## src/rtl/sertx_pkg.sv

```systemverilog
package sertx_pkg;
    typedef enum logic [2:0] {
        S_IDLE   = 3'd0,
        S_START  = 3'd1,
        S_DATA   = 3'd2,
        S_PARITY = 3'd3,
        S_STOP   = 3'd4
    } tx_state_t;
endpackage

```

## src/rtl/sertx_fifo.sv

```systemverilog
module sertx_fifo #(
    parameter int DEPTH = 16,
    parameter int DW    = 8,
    localparam int AW   = $clog2(DEPTH),
    localparam int CW   = AW + 1
) (
    input  logic          clk,
    input  logic          rst_n,
    input  logic          push,
    input  logic [DW-1:0] push_data,
    input  logic          pop,
    output logic [DW-1:0] head,
    output logic [CW-1:0] count,
    output logic          full,
    output logic          empty
);
    logic [DW-1:0] mem [DEPTH];
    logic [AW-1:0] wptr, rptr;
    logic          do_push, do_pop;

    assign full    = (count == CW'(DEPTH));
    assign empty   = (count == '0);
    assign do_push = push && !full;
    assign do_pop  = pop && !empty;
    assign head    = mem[rptr];

    always_ff @(posedge clk) begin
        if (do_push) mem[wptr] <= push_data;
    end

    always_ff @(posedge clk or negedge rst_n) begin
        if (!rst_n) begin
            wptr  <= '0;
            rptr  <= '0;
            count <= '0;
        end else begin
            if (do_push) wptr <= wptr + 1'b1;
            if (do_pop)  rptr <= rptr + 1'b1;
            unique case ({do_push, do_pop})
                2'b10:   count <= count + 1'b1;
                2'b01:   count <= count - 1'b1;
                default: count <= count;
            endcase
        end
    end
endmodule

```

## src/rtl/sertx_frame.sv

```systemverilog
module sertx_frame
    import sertx_pkg::*;
#(
    parameter int DW  = 8,
    localparam int IW = $clog2(DW)
) (
    input  logic          clk,
    input  logic          rst_n,
    input  logic          bit_tick,
    input  logic          cfg_seven,
    input  logic          cfg_par_en,
    input  logic          cfg_par_odd,
    input  logic          cfg_two_stop,
    input  logic          q_empty,
    input  logic [DW-1:0] q_data,
    output logic          q_pop,
    output logic          end_set,
    output logic          txd,
    output tx_state_t     state
);
    tx_state_t     st_n;
    logic [DW-1:0] shreg, sh_n;
    logic [IW-1:0] idx, idx_n, last_idx;
    logic          par_bit, par_n;
    logic          stop2, stop2_n;
    logic          have_next, next_n;
    logic          to_stop;

    function automatic logic calc_par(input logic [DW-1:0] d, input logic seven, input logic odd);
        logic [DW-1:0] m;
        m = d;
        if (seven) m[DW-1] = 1'b0;
        return (^m) ^ odd;
    endfunction

    assign last_idx = cfg_seven ? IW'(DW-2) : IW'(DW-1);

    // next-state process
    always_comb begin
        st_n    = state;
        sh_n    = shreg;
        idx_n   = idx;
        par_n   = par_bit;
        stop2_n = stop2;
        next_n  = have_next;
        q_pop   = 1'b0;
        end_set = 1'b0;
        to_stop = 1'b0;
        if (bit_tick) begin
            unique case (state)
                S_IDLE: begin
                    if (!q_empty) begin
                        q_pop = 1'b1;
                        sh_n  = q_data;
                        par_n = calc_par(q_data, cfg_seven, cfg_par_odd);
                        st_n  = S_START;
                    end
                end
                S_START: begin
                    st_n  = S_DATA;
                    idx_n = '0;
                end
                S_DATA: begin
                    if (idx == last_idx) begin
                        if (cfg_par_en) st_n = S_PARITY;
                        else            to_stop = 1'b1;
                    end else begin
                        sh_n  = shreg >> 1;
                        idx_n = idx + 1'b1;
                    end
                end
                S_PARITY: to_stop = 1'b1;
                S_STOP: begin
                    if (cfg_two_stop && !stop2) stop2_n = 1'b1;
                    else st_n = have_next ? S_START : S_IDLE;
                end
                default: st_n = S_IDLE;
            endcase
            if (to_stop) begin
                st_n    = S_STOP;
                stop2_n = 1'b0;
                if (!q_empty) begin
                    q_pop  = 1'b1;
                    sh_n   = q_data;
                    par_n  = calc_par(q_data, cfg_seven, cfg_par_odd);
                    next_n = 1'b1;
                end else begin
                    next_n  = 1'b0;
                    end_set = 1'b1;
                end
            end
        end
    end

    // state register process
    always_ff @(posedge clk or negedge rst_n) begin
        if (!rst_n) begin
            state     <= S_IDLE;
            shreg     <= '0;
            idx       <= '0;
            par_bit   <= 1'b0;
            stop2     <= 1'b0;
            have_next <= 1'b0;
        end else begin
            state     <= st_n;
            shreg     <= sh_n;
            idx       <= idx_n;
            par_bit   <= par_n;
            stop2     <= stop2_n;
            have_next <= next_n;
        end
    end

    // output process
    always_comb begin
        unique case (state)
            S_START:  txd = 1'b0;
            S_DATA:   txd = shreg[0];
            S_PARITY: txd = par_bit;
            default:  txd = 1'b1;
        endcase
    end
endmodule

```

## src/rtl/sertx_flags.sv

```systemverilog
module sertx_flags #(
    parameter int CW = 5
) (
    input  logic          clk,
    input  logic          rst_n,
    input  logic [CW-1:0] count,
    input  logic          full,
    input  logic [1:0]    trig,
    input  logic          wr_en,
    input  logic          clr_low,
    input  logic          clr_end,
    input  logic          end_set,
    input  logic          irq_en,
    output logic          low_flag,
    output logic          end_flag,
    output logic          ovf,
    output logic          irq
);
    logic [CW-1:0] level;
    logic          low_hit, wr_ok;

    always_comb begin
        unique case (trig)
            2'd0: level = CW'(0);
            2'd1: level = CW'(2);
            2'd2: level = CW'(4);
            default: level = CW'(8);
        endcase
    end

    assign low_hit = (count <= level);
    assign wr_ok   = wr_en && !full;
    assign irq     = low_flag && irq_en;

    always_ff @(posedge clk or negedge rst_n) begin
        if (!rst_n) begin
            low_flag <= 1'b1;
            end_flag <= 1'b1;
            ovf      <= 1'b0;
        end else begin
            if (low_hit)      low_flag <= 1'b1;
            else if (clr_low) low_flag <= 1'b0;
            if (wr_ok || clr_end) end_flag <= 1'b0;
            else if (end_set)     end_flag <= 1'b1;
            ovf <= wr_en && full;
        end
    end
endmodule

```

## src/rtl/sertx_top.sv

```systemverilog
module sertx_top
    import sertx_pkg::*;
#(
    parameter int DEPTH = 16,
    parameter int DW    = 8,
    localparam int CW   = $clog2(DEPTH) + 1
) (
    input  logic          clk,
    input  logic          rst_n,
    input  logic          bit_tick,
    input  logic          wr_en,
    input  logic [DW-1:0] wr_data,
    input  logic          cfg_seven,
    input  logic          cfg_par_en,
    input  logic          cfg_par_odd,
    input  logic          cfg_two_stop,
    input  logic [1:0]    cfg_trig,
    input  logic          irq_en,
    input  logic          clr_low,
    input  logic          clr_end,
    output logic          txd,
    output logic          low_flag,
    output logic          end_flag,
    output logic          ovf,
    output logic          irq
);
    logic [DW-1:0] q_head;
    logic [CW-1:0] q_count;
    logic          q_full, q_empty, q_pop, end_set;
    tx_state_t     fsm_state;

    sertx_fifo #(.DEPTH(DEPTH), .DW(DW)) u_fifo (
        .clk(clk), .rst_n(rst_n), .push(wr_en), .push_data(wr_data),
        .pop(q_pop), .head(q_head), .count(q_count), .full(q_full), .empty(q_empty)
    );

    sertx_frame #(.DW(DW)) u_frame (
        .clk(clk), .rst_n(rst_n), .bit_tick(bit_tick), .cfg_seven(cfg_seven),
        .cfg_par_en(cfg_par_en), .cfg_par_odd(cfg_par_odd), .cfg_two_stop(cfg_two_stop),
        .q_empty(q_empty), .q_data(q_head), .q_pop(q_pop), .end_set(end_set),
        .txd(txd), .state(fsm_state)
    );

    sertx_flags #(.CW(CW)) u_flags (
        .clk(clk), .rst_n(rst_n), .count(q_count), .full(q_full), .trig(cfg_trig),
        .wr_en(wr_en), .clr_low(clr_low), .clr_end(clr_end), .end_set(end_set),
        .irq_en(irq_en), .low_flag(low_flag), .end_flag(end_flag), .ovf(ovf), .irq(irq)
    );
endmodule

```

## config.mk

```make
export PLATFORM = sky130hd
export DESIGN_NAME = sertx_top
export DESIGN_NICKNAME = d
export VERILOG_FILES = /design/src/rtl/sertx_pkg.sv /design/src/rtl/sertx_fifo.sv /design/src/rtl/sertx_frame.sv /design/src/rtl/sertx_flags.sv /design/src/rtl/sertx_top.sv
export SDC_FILE = /design/constraint.sdc
export NUM_CORES = 1
export LEC_CHECK = 0
export ABC_AREA = 1
export BUFFER_PORTS_ARGS = -buffer_cell sky130_fd_sc_hd__buf_4
export CAP_MARGIN = 15
export CORE_UTILIZATION = 56
export CTS_CLUSTER_DIAMETER = 40
export DETAILED_ROUTE_END_ITERATION = 16
export GPL_ROUTABILITY_DRIVEN = 0
export PLACE_DENSITY = 0.76
export SLEW_MARGIN = 20
export SYNTH_ARGS = -nofsm -noshare
export SYNTH_HDL_FRONTEND = slang
export SYNTH_SLANG_ARGS = --single-unit
```

## constraint.sdc

```tcl
create_clock -name clk -period 3 [get_ports clk]
set_clock_uncertainty 0.2 [all_clocks]
set_input_delay 0 -clock clk [delete_from_list [all_inputs] [get_ports clk]]
set_output_delay 0 -clock clk [all_outputs]
set_load 0.02 [all_outputs]
```

## Word-level counts from Yosys, hierarchy flattened

Memory sizes are Yosys's and may differ from the RTL's.
Index checks and enable logic that the tools add are counted.

- Register bits: 33
- Bits in writable memories: 128
- Output and inout bits: 5
- Memories kept: 1

Memories:

| name | words | width | read ports | clocked after Yosys merged registers in | wr ports | RTL line | text |
|---|---|---|---|---|---|---|---|
| u_fifo.mem | 16 | 8 | 1 | 0 | 1 | sertx_fifo.sv:17 | `logic [DW-1:0] mem [DEPTH];` |

- Add/subtract/negate cells: 5
- $lt $le $gt $ge: 1
- Equal/unequal tests: 16
- Mux-type cells: 49
- Bitwise gates (word level): 2
- Reduce and logical (&&, ||, !) cells: 24

Operators by type and width:

| kind | number |
|---|---|
| 1-bit 2-to-1 mux | 32 |
| 8-bit 2-to-1 mux | 4 |
| 3-bit 2-to-1 mux | 6 |
| 8-bit case mux with 2 select lines | 1 |
| 8-bit XOR reduction | 2 |
| 3-bit case mux with 5 select lines | 1 |
| 4-bit case mux with 3 select lines | 1 |
| 2-bit nonzero test | 6 |
| 5-bit case mux with 2 select lines | 1 |
| 3-bit != test, second input constant | 3 |
| 4-bit by 1-bit adder with 4-bit output, second input constant | 2 |
| 3-bit by 2-bit equality test with 1-bit output, second input constant | 2 |
| 3-bit case mux with 2 select lines | 1 |
| 3-bit AND reduction | 2 |
| 6-bit AND reduction | 1 |
| 5-bit by 1-bit adder with 5-bit output, second input constant | 1 |
| 5-bit equality test, second input constant | 1 |
| 5-bit by 4-bit <= comparator with 1-bit output | 1 |
| 1-bit logical AND | 5 |
| 5-bit zero test | 1 |
| 5-bit by 1-bit subtractor with 5-bit output, second input constant | 1 |
| 2-bit by 1-bit equality test with 1-bit output, second input constant | 2 |
| 2-bit equality test, second input constant | 2 |
| 2-bit != test, second input constant | 2 |
| 13 further kinds | 16 |

## Logic depth before layout (Yosys ltp)

Gate-level depths: netlist of run 1.

- Depth in word-level cells: 11
- Mapped depth: 19

## Hierarchy

A second synthesis of run 1 with hierarchy kept.

- Cell total of the unflattened synthesis: 861
- Area total of the unflattened synthesis: 7768.7 sq um

Modules (own cells, without submodules):

| module | instances | cells an instance | area an instance (sq um) | seq. area each (sq um) |
|---|---|---|---|---|
| sertx_fifo | 1 | 621 | 6231.0 | 4169.0 |
| sertx_frame | 1 | 207 | 1311.3 | 425.4 |
| sertx_flags | 1 | 33 | 226.5 | 77.6 |

## Worst setup path before layout of run 1

No wires, ideal clock.

- Kind: register -> register
- Start point: register u_frame.idx[0]
- End point: register u_fifo.count[4]
- Setup time: 0.131 ns
- Arrival time: 2.540 ns
- Required time: 2.669 ns
- Setup slack: 0.129 ns
- Cell stages (with the launch flop): 18
- Clock period less this slack: 2.871 ns
- Path through: dfrtp_1 nand2_1 inv_1 nor2_1 nand3_1 o21ai_0 nand2_1 a21oi_1 nand2_1 inv_2 ha_1 ha_1 a21o_1 a31oi_1 inv_1 a21oi_1 o21ai_0 xor2_1

- Word-level cells in the longest chain between the ends: 9

RTL lines:

| item | RTL line | text |
|---|---|---|
| start: declaration | sertx_frame.sv:23 | `logic [IW-1:0] idx, idx_n, last_idx;` |
| start signal: assignment | sertx_frame.sv:107 | `idx <= idx_n;` |
| 3-bit equality test * | sertx_frame.sv:64 | `if (idx == last_idx) begin` |
| 1-bit 2-to-1 mux * | sertx_frame.sv:64 |  |
| 1-bit case mux with 2 select lines * | sertx_frame.sv:50 | `unique case (state)` |
| 1-bit 2-to-1 mux * | sertx_frame.sv:49 | `if (bit_tick) begin` |
| 1-bit 2-to-1 mux * | sertx_frame.sv:79 | `if (to_stop) begin` |
| 1-bit 2-to-1 mux * | sertx_frame.sv:49 |  |
| 1-bit logical AND * | sertx_fifo.sv:24 | `assign do_pop = pop && !empty;` |
| via u_fifo.do_pop | sertx_fifo.sv:19 | `logic do_push, do_pop;` |
| 2-bit by 1-bit equality test with 1-bit output / 2-bit equality test (equally long branches) | sertx_fifo.sv:39 | `unique case ({do_push, do_pop})` |
| 5-bit case mux with 2 select lines / 2-bit nonzero test (equally long branches) | - |  |
| end signal: assignment | sertx_fifo.sv:40 | `2'b10: count <= count + 1'b1;` |
| end signal: assignment | sertx_fifo.sv:41 | `2'b01: count <= count - 1'b1;` |
| end signal: assignment | sertx_fifo.sv:42 | `default: count <= count;` |
| end: declaration | sertx_fifo.sv:13 | `output logic [CW-1:0] count,` |

The timed path passes the listed nets; every way through them passes the cells marked *. The select of a mux whose other input is x is not followed.
A chain may end at the register's enable or synchronous reset.

## Worst setup path in the final report of run 1

Ends and elaborated chain as after synthesis.

==> key figures, run 1 <==
Synth
  – Distinct cell type count after synthesis: 45
  – Synthesized instance count: 764
  – Netlist Area Pre-Place: between 7000 and 8000 um^2
  – Main synth FF type: edfxtp_1
  – Seq/Total Area, Yosys: 61.5%
  – Ys Warns: 0
  – FFs w/ async S/R, synth: about a fifth
  – Synth Register Bits: around 160
  – Post-synth EDFFs: 128
  – Mean Syn Cell Area: approximately 10 um^2
  – Syn nets: ~800

Drt
  – Iteration count of the initial detailed-routing pass: 7
  – Total wire length after detailed routing: 17,800 um
  – Routed via count: roughly 5,700
  – Antenna Nets Post-Route: 0
  – Wire per inst: roughly 17 um
  – Residual DRC count: 0
  – Vias per inst: between 5 and 6
  – Iteration-0 DRC Markers: between 400 and 500

Timing
  – Final WS setup: between 0.1 and 0.15 ns
  – RSZ-0062 raised after global routing: false
  – Pins Over Slew Limit: 0
  – Max frequency: around 350 MHz
  – Least-Margin Pin Slew: roughly 0.76 ns
  – Final number of hold-violating endpoints: 0
  – Rel. slew slack: 49.4%
  – Final Cycle Share: roughly 95%
  – Fin crit period: about 2.9 ns
  – Setup-failing EPs final: 0

CTS
  – Clock-pin slew on the worst setup and hold paths: roughly 0.06 ns
  – CTS max path bufs: 2
  – Number of H-tree levels: 4
  – CTS buffer count: 17
  – CTS tree: done
  – Root buffer cell: clkbuf_16
  – Skew-Pair Late Insertion Delay: approximately 0.43 ns
  – Sink Count: 161

Global route
  – Largest net degree at the start of global routing: 34
  – First-pass GRT wire length: between 20,000 and 30,000 um
  – GRT Total Usage: a little over a quarter
  – Initial antenna violation count: 0
  – Vias in the first global route: approximately 5,700
  – GRT Residual Overflow: 0

Final layout
  – Layout cells sized above 1: 14.6%
  – Non-Filler Instances: between 1,000 and 1,500
  – Multi-input combinational cell area: 2460 um^2
  – Fillers: 993
  – Net count, final: around 870
  – Area Overhead vs Synth: 16.2%
  – Final antenna diode count: 0
  – Sequential Area: about 4700 um^2

Outcome
  – Status: finished, final reports clean

Min path
  – Min-Delay Path Class: input port to register

Power and ir drop
  – Net load switching power: approximately 0.0037 W
  – Clk pwr share: roughly 22%
  – Logic pwr share: a little over two fifths
  – Switch share: approximately two fifths
  – Sequential Power Share: ~35%
  – Cell internal pwr: about 0.0052 W
  – Maximum VDD drop: 0.712 mV
  – Cell Pwr Density: ~1000 nW/um^2
  – Leak: around 3.8 nW

Place
  – DPL Wire Length: approximately 11,000 um
  – Cells after DPL: between 900 and 1,000
  – Pre-CTS setup slack: -0.0604 ns
  – I/O Buffers: 25

Floorplan
  – Core Box Area: approximately 13,000 um^2
  – Die height: ~120 um
  – IO Count: 26
  – Die outline width: between 100 and 150 um
  – Cell Rows: 42
  – Die area: about 14,000 um^2
  – Starting Density: 57.4%

Worst setup path
  – Setup CP Type: register to register
  – Worst endpoint data arrival time: between 2 and 3 ns
  – Crit path launch type: register
  – CP endpoint kind: register
  – Crit-path max FO: 6
  – Required time worst endpoint: ~3.1 ns

Job
  – Number of max-cap violations: 0
sequential cells by signal (all words and copies together), names as in the netlist, 3 cells and up, named ones only:
signal / cells
u_frame.state: 3
u_frame.shreg: 8
u_fifo.mem: 128
u_fifo.rptr: 4
u_fifo.count: 5
u_fifo.wptr: 4
u_frame.idx: 3
layer usage:
metal  vias to the layer above  track usage (%)  wire length, um
met5                         -                0                0
met4                         0             11.2              446
met3                        46             5.31             1160
met2                       263             45.6             9100
met1                      2733             34.3             7050
li1                       2671                -                -
synthesized netlist by cell type (2+ instances only):
library cell	number	area, um^2
edfxtp_1	128	3840
nand4_1	2	12.5
inv_4	2	12.5
o21ai_0	21	105
nand2_1	214	803
a22oi_1	5	37.5
xor2_1	8	70.1
o22ai_1	2	12.5
nand3_2	5	50.1
inv_1	75	282
inv_2	4	15.0
dfstp_2	2	52.6
buf_4	4	30.0
nand2_2	9	56.3
dfrtp_1	31	776
o2111ai_1	3	26.3
buf_6	7	78.8
buf_2	9	45.0
ha_1	13	163
nand3b_1	2	15.0
nand3_1	57	285
a21oi_1	22	110
clkbuf_1	2	7.51
nor2_2	4	25.0
nor2_1	91	342
o21ai_1	9	45.0
o211ai_1	14	105
o21a_1	2	15.0
cells by family after synthesis:
| group | count (synthesis) | share of synthesized area (%) |
|---|---|---|
| AO/OA/AOI/OAI | 86 | 7.00 |
| XOR/XNOR | 9 | 1.04 |
| adder cells (fa/ha/maj) | 14 | 2.40 |
| buffers and inverters | 105 | 6.51 |
| flip-flops | 161 | 61.5 |
| AND/OR/NAND/NOR | 389 | 21.6 |
stage by stage:
step	hold slack [ns]	utilization [%]	area [um^2]	TNS [ns]	total power, W
floorplan	-0.496	-	7600	0	0.00581
global placement	-0.227	60.5	8020	0	0.00656
detailed placement	-0.227	60.5	8020	-0.0604	0.00672
CTS	0.0480	66.3	8780	0	0.00880
global route	0.108	66.6	8830	0	0.00949
finish	0.0708	66.6	8830	0	0.00893
cell type report:
type / instances / area share, %
multi-input cells: 498 / 27.9
well taps: 176 / 2.50
repair buffers: 72 / 6.95
clock inverters: 15 / 1.36
clock buffers: 17 / 4.82
flip-flops and latches: 161 / 52.9
inverters: 82 / 3.54
path summary, 6_finish.rpt:
check,startpoint,endpoint,slack [ns],cells past startpoint
worst max-delay path,u_frame.idx[0],u_fifo.count[4],0.14,17
worst min-delay path,cfg_par_odd,register,0.07,8
worst max register to register,u_frame.idx[0],u_fifo.count[4],0.14,17
worst min register to register,u_frame.have_next,u_frame.have_next,0.29,2
min in group asynchronous,rst_n,u_flags.low_flag,0.44,3
max in group asynchronous,rst_n,u_fifo.rptr[0],1.97,4
timing repair:
item | 4_1_cts | 5_1_grt
endpoints found under the setup margin | 1 | 3
gates resized for setup | 1 | 10
pin swaps | 0 | 1
setup buffers | 0 | 3
hold endpoints to repair | 183 | 0
hold buffers | 20 | 0
critical path, stage by stage (launching register included):
cell	delay (ns)
dfrtp_1	0.41
nand2_1	0.08
inv_1	0.04
nor2_1	0.09
nand3_1	0.10
o21ai_1	0.14
nand2_1	0.09
a21oi_2	0.17
nand2_2	0.10
inv_2	0.09
ha_4	0.18
ha_1	0.27
a21o_1	0.20
a31oi_1	0.16
inv_1	0.09
a21oi_2	0.12
o21ai_1	0.08
xor2_1	0.14
power groups by stage:
stage          Combinational, W  Clock (W)  Sequential, W
6_report                0.00385    0.00200        0.00308
5_1_grt                 0.00426    0.00211        0.00312
4_1_cts                 0.00372    0.00202        0.00306
3_5_place_dp            0.00362          0        0.00310
3_3_place_gp            0.00348          0        0.00308
2_1_floorplan           0.00279          0        0.00302
placed cells by master (no fill, tap or decap), drive strengths merged, types with 2 or more instances in the layout:
cell,Yosys,layout
o21ai,30,30
nand4,2,2
nor2,96,96
clkbuf,2,17
o211ai,15,15
edfxtp,128,128
o21a,2,2
a22oi,5,5
dlygate4sd3,0,19
nand3,62,62
nand3b,2,2
o2111ai,3,3
dfstp,2,2
nand2,224,224
buf,21,53
a21oi,24,24
ha,13,13
o22ai,2,2
xor2,8,8
or2,2,2
clkinv,1,13
dfrtp,31,31
inv,81,82
No activity file was read; power rests on OpenSTA's default activity.
==> run 2, diff against run 1 <==
--- a/config.mk
+++ b/config.mk
@@ -13,6 +13,7 @@
 export DETAILED_ROUTE_END_ITERATION = 16
 export GPL_ROUTABILITY_DRIVEN = 0
 export PLACE_DENSITY = 0.76
+export REMOVE_ABC_BUFFERS = 1
 export SLEW_MARGIN = 20
 export SYNTH_ARGS = -nofsm -noshare
 export SYNTH_HDL_FRONTEND = slang
==> key figures, run 2 (synthesis gave the netlist of run 1 again) <==
Outcome
  – Status: finished, final reports clean

Drt
  – Wire per inst: 17.6 um (+1.4%)
  – Antenna Nets Post-Route: 0 (unchanged)
  – Iteration-0 DRC Markers: 497 (+2.9%)
  – Vias per inst: 5.63 (+0.70%)
  – Residual DRC count: 0 (unchanged)
  – Total wire length after detailed routing: 18,000 um (+1.1%)
  – Iteration count of the initial detailed-routing pass: 5 (-2)
  – Routed via count: 5,736 (+0.40%)

Floorplan
  – Starting Density: 57.4% (unchanged)
  – Cell Rows: 42 (unchanged)
  – Die outline width: 118 um (unchanged)
  – Die area: 14,000 um^2 (unchanged)
  – Die height: 118 um (unchanged)
  – IO Count: 26 (unchanged)
  – Core Box Area: 13,200 um^2 (unchanged)

Final layout
  – Layout cells sized above 1: 14.0% (-0.54 points)
  – Non-Filler Instances: 1,018 (-0.29%)
  – Multi-input combinational cell area: 2480 um^2 (+0.61%)
  – Max reg flops: 128 (unchanged)
  – Area Overhead vs Synth: 16.6%
  – Final core utilization: 66.9% (+0.24 points)
  – Largest Register: u_fifo.mem
  – Largest regs: u_fifo.mem: 128 flops, u_frame.shreg: 8 flops, u_fifo.count: 5 flops
  – Commonest cells after routing, fill and taps aside: 213 x nand2_1, 128 x edfxtp_1, 89 x nor2_1, 75 x inv_1, 56 x nand3_1
  – Net count, final: 864 (-0.35%)
  – Sequential Area: 4670 um^2 (about the same)
  – Fillers: 982 (-1.1%)
  – Final antenna diode count: 0 (unchanged)
  – Commonest non-fill, non-tap cell in the layout: nand2_1

CTS
  – CTS buffer count: 17 (unchanged)
  – CTS max path bufs: 2 (unchanged)
  – Sink Count: 161 (unchanged)
  – Clock-pin slew on the worst setup and hold paths: 0.06 ns (about the same)
  – Skew-Pair Late Insertion Delay: 0.43 ns (about the same)
  – Root buffer cell: clkbuf_16
  – Number of H-tree levels: 4 (unchanged)
  – CTS tree: done

Global route
  – GR peak layer: met2
  – Initial antenna violation count: 0 (unchanged)
  – Vias in the first global route: 5,701 (+0.83%)
  – GRT Total Usage: 27.3% (+0.20 points)
  – Largest net degree at the start of global routing: 61 (+79%)
  – Met3 Use GR: 5.79% (+0.48 points)
  – GRT met1 Usage: 33.2% (-1.1 points)
  – GRT Residual Overflow: 0 (unchanged)
  – GRT met2 Usage: 46.4% (+0.77 points)
  – First-pass GRT wire length: 28,400 um (-0.72%)

Power and ir drop
  – Leak: 3.79 nW (-0.25%)
  – Cell Pwr Density: 1020 nW/um^2 (+0.49%)
  – Maximum VDD drop: 0.568 mV (-20%)

Worst setup path
  – R2r setup slk: 0.09 ns (-0.05 ns)
  – Required time worst endpoint: 3.17 ns (+0.07 ns)
  – R2R cell count: 12 (-5)
  – Worst endpoint data arrival time: 3.08 ns (+0.11 ns)
  – Setup CP Type: register to register
  – Crit-path max FO: 60 (+54)
  – CP endpoint kind: register
  – Reg2Reg Launch Point: u_fifo.rptr[0]
  – Crit path launch type: register
  – Critical R2R Capture: u_frame.shreg[1]

Place
  – I/O Buffers: 25 (unchanged)
  – DPL Wire Length: 11,200 um (-1.0%)
  – Cells after DPL: 962 (-0.41%)

Timing
  – Total negative setup slack: 0 ns (unchanged)
  – Fin crit period: 2.91 ns (+0.0452 ns)
  – RSZ-0062 raised after global routing: true
  – Max frequency: 344 MHz (-1.6%)
  – Rel. slew slack: 40.5% (-9.0 points)
  – Least-Margin Pin Slew: 0.890 ns (+0.134 ns)
  – Pins Over Slew Limit: 0 (unchanged)
  – Final number of hold-violating endpoints: 0 (unchanged)
  – Final Cycle Share: 97.0% (+1.5 points)
  – Setup-failing EPs final: 0 (unchanged)

Job
  – Number of max-cap violations: 0 (unchanged)

Min path
  – Hold path cells: 10 (+2)
  – Min-Delay Path Class: input port to register
  – Hold Crit Start: cfg_seven
[run 2: cell count changes in the layout (fill, tap and decap cells not counted), sizes merged]
| cell | delta |
|---|---|
| bufinv | -1 |
| dlygate4sd3 | +2 |
| clkinvlp | +2 |
| inv | -1 |
| clkbuf | +9 |
| buf | -5 |
| clkinv | -9 |
[run 2: metal layers]
metal	wire length [um]	up-vias
met1	7210	2805
li1	-	2672
met2	9230	218
met3	1120	41
met5	0	-
met4	409	0
[run 2: layout make-up]
cell class | instances | area share, %
tap | 176 | 2.49
multi-input combinational | 498 | 28.0
sequential | 161 | 52.8
clock buffer | 26 | 6.13
inverter | 82 | 3.56
clock inverter | 6 | 0.466
timing repair buffer | 69 | 6.63
[run 2: how the worst max path moves through the flow]
stage                            end  cells past startpoint           start
floorplan                   register                     17  u_fifo.rptr[0]
CTS                  u_fifo.count[4]                     17  u_frame.idx[0]
finish              u_frame.shreg[1]                     12  u_fifo.rptr[0]
global route        u_frame.shreg[1]                     12  u_fifo.rptr[2]
global placement     u_fifo.count[4]                     17  u_frame.idx[0]
detailed placement   u_fifo.count[4]                     17  u_frame.idx[0]
[run 2: metrics by stage]
step                      instance area, um^2  setup slack [ns]  hold WS (ns)  total power, W
final                                    8860            0.0910        0.0573         0.00901
after global routing                     8860           -0.0222         0.111         0.00959
after CTS                                8810            0.0617        0.0343         0.00888
after detailed placement                 7980            -0.121        -0.212         0.00671
after global placement                   7980             0.126        -0.220         0.00651
after floorplan                          7420            -0.191        -0.496         0.00559
[run 2: what timing repair did]
action	4_1_cts	5_1_grt
endpoints found under the setup margin	1	3
pin swaps	0	4
gates resized for setup	3	11
endpoints found under the hold margin	183	0
hold buffers	22	0
setup buffers	0	2
cloned	0	0
[run 2: report_power, final]
part | switching, W | total (W) | internal, W | leakage (nW)
Sequential | 0.000273 | 0.00308 | 0.00281 | 1.56
Combinational | 0.00256 | 0.00382 | 0.00127 | 1.96
Clock | 0.000855 | 0.00210 | 0.00125 | 0.278
[run 2: worst max-delay path, stage by stage (launching register included)]
cell	delay [ns]
dfrtp_2	0.43
buf_6	0.40
nand2_1	0.11
nand3_1	0.10
nand2_1	0.05
nor2_1	0.20
nand2_1	0.18
nand3_1	0.20
o211ai_1	0.13
nand3_1	0.10
o211ai_1	0.08
o21ai_0	0.08
dlygate4sd3_1	0.57
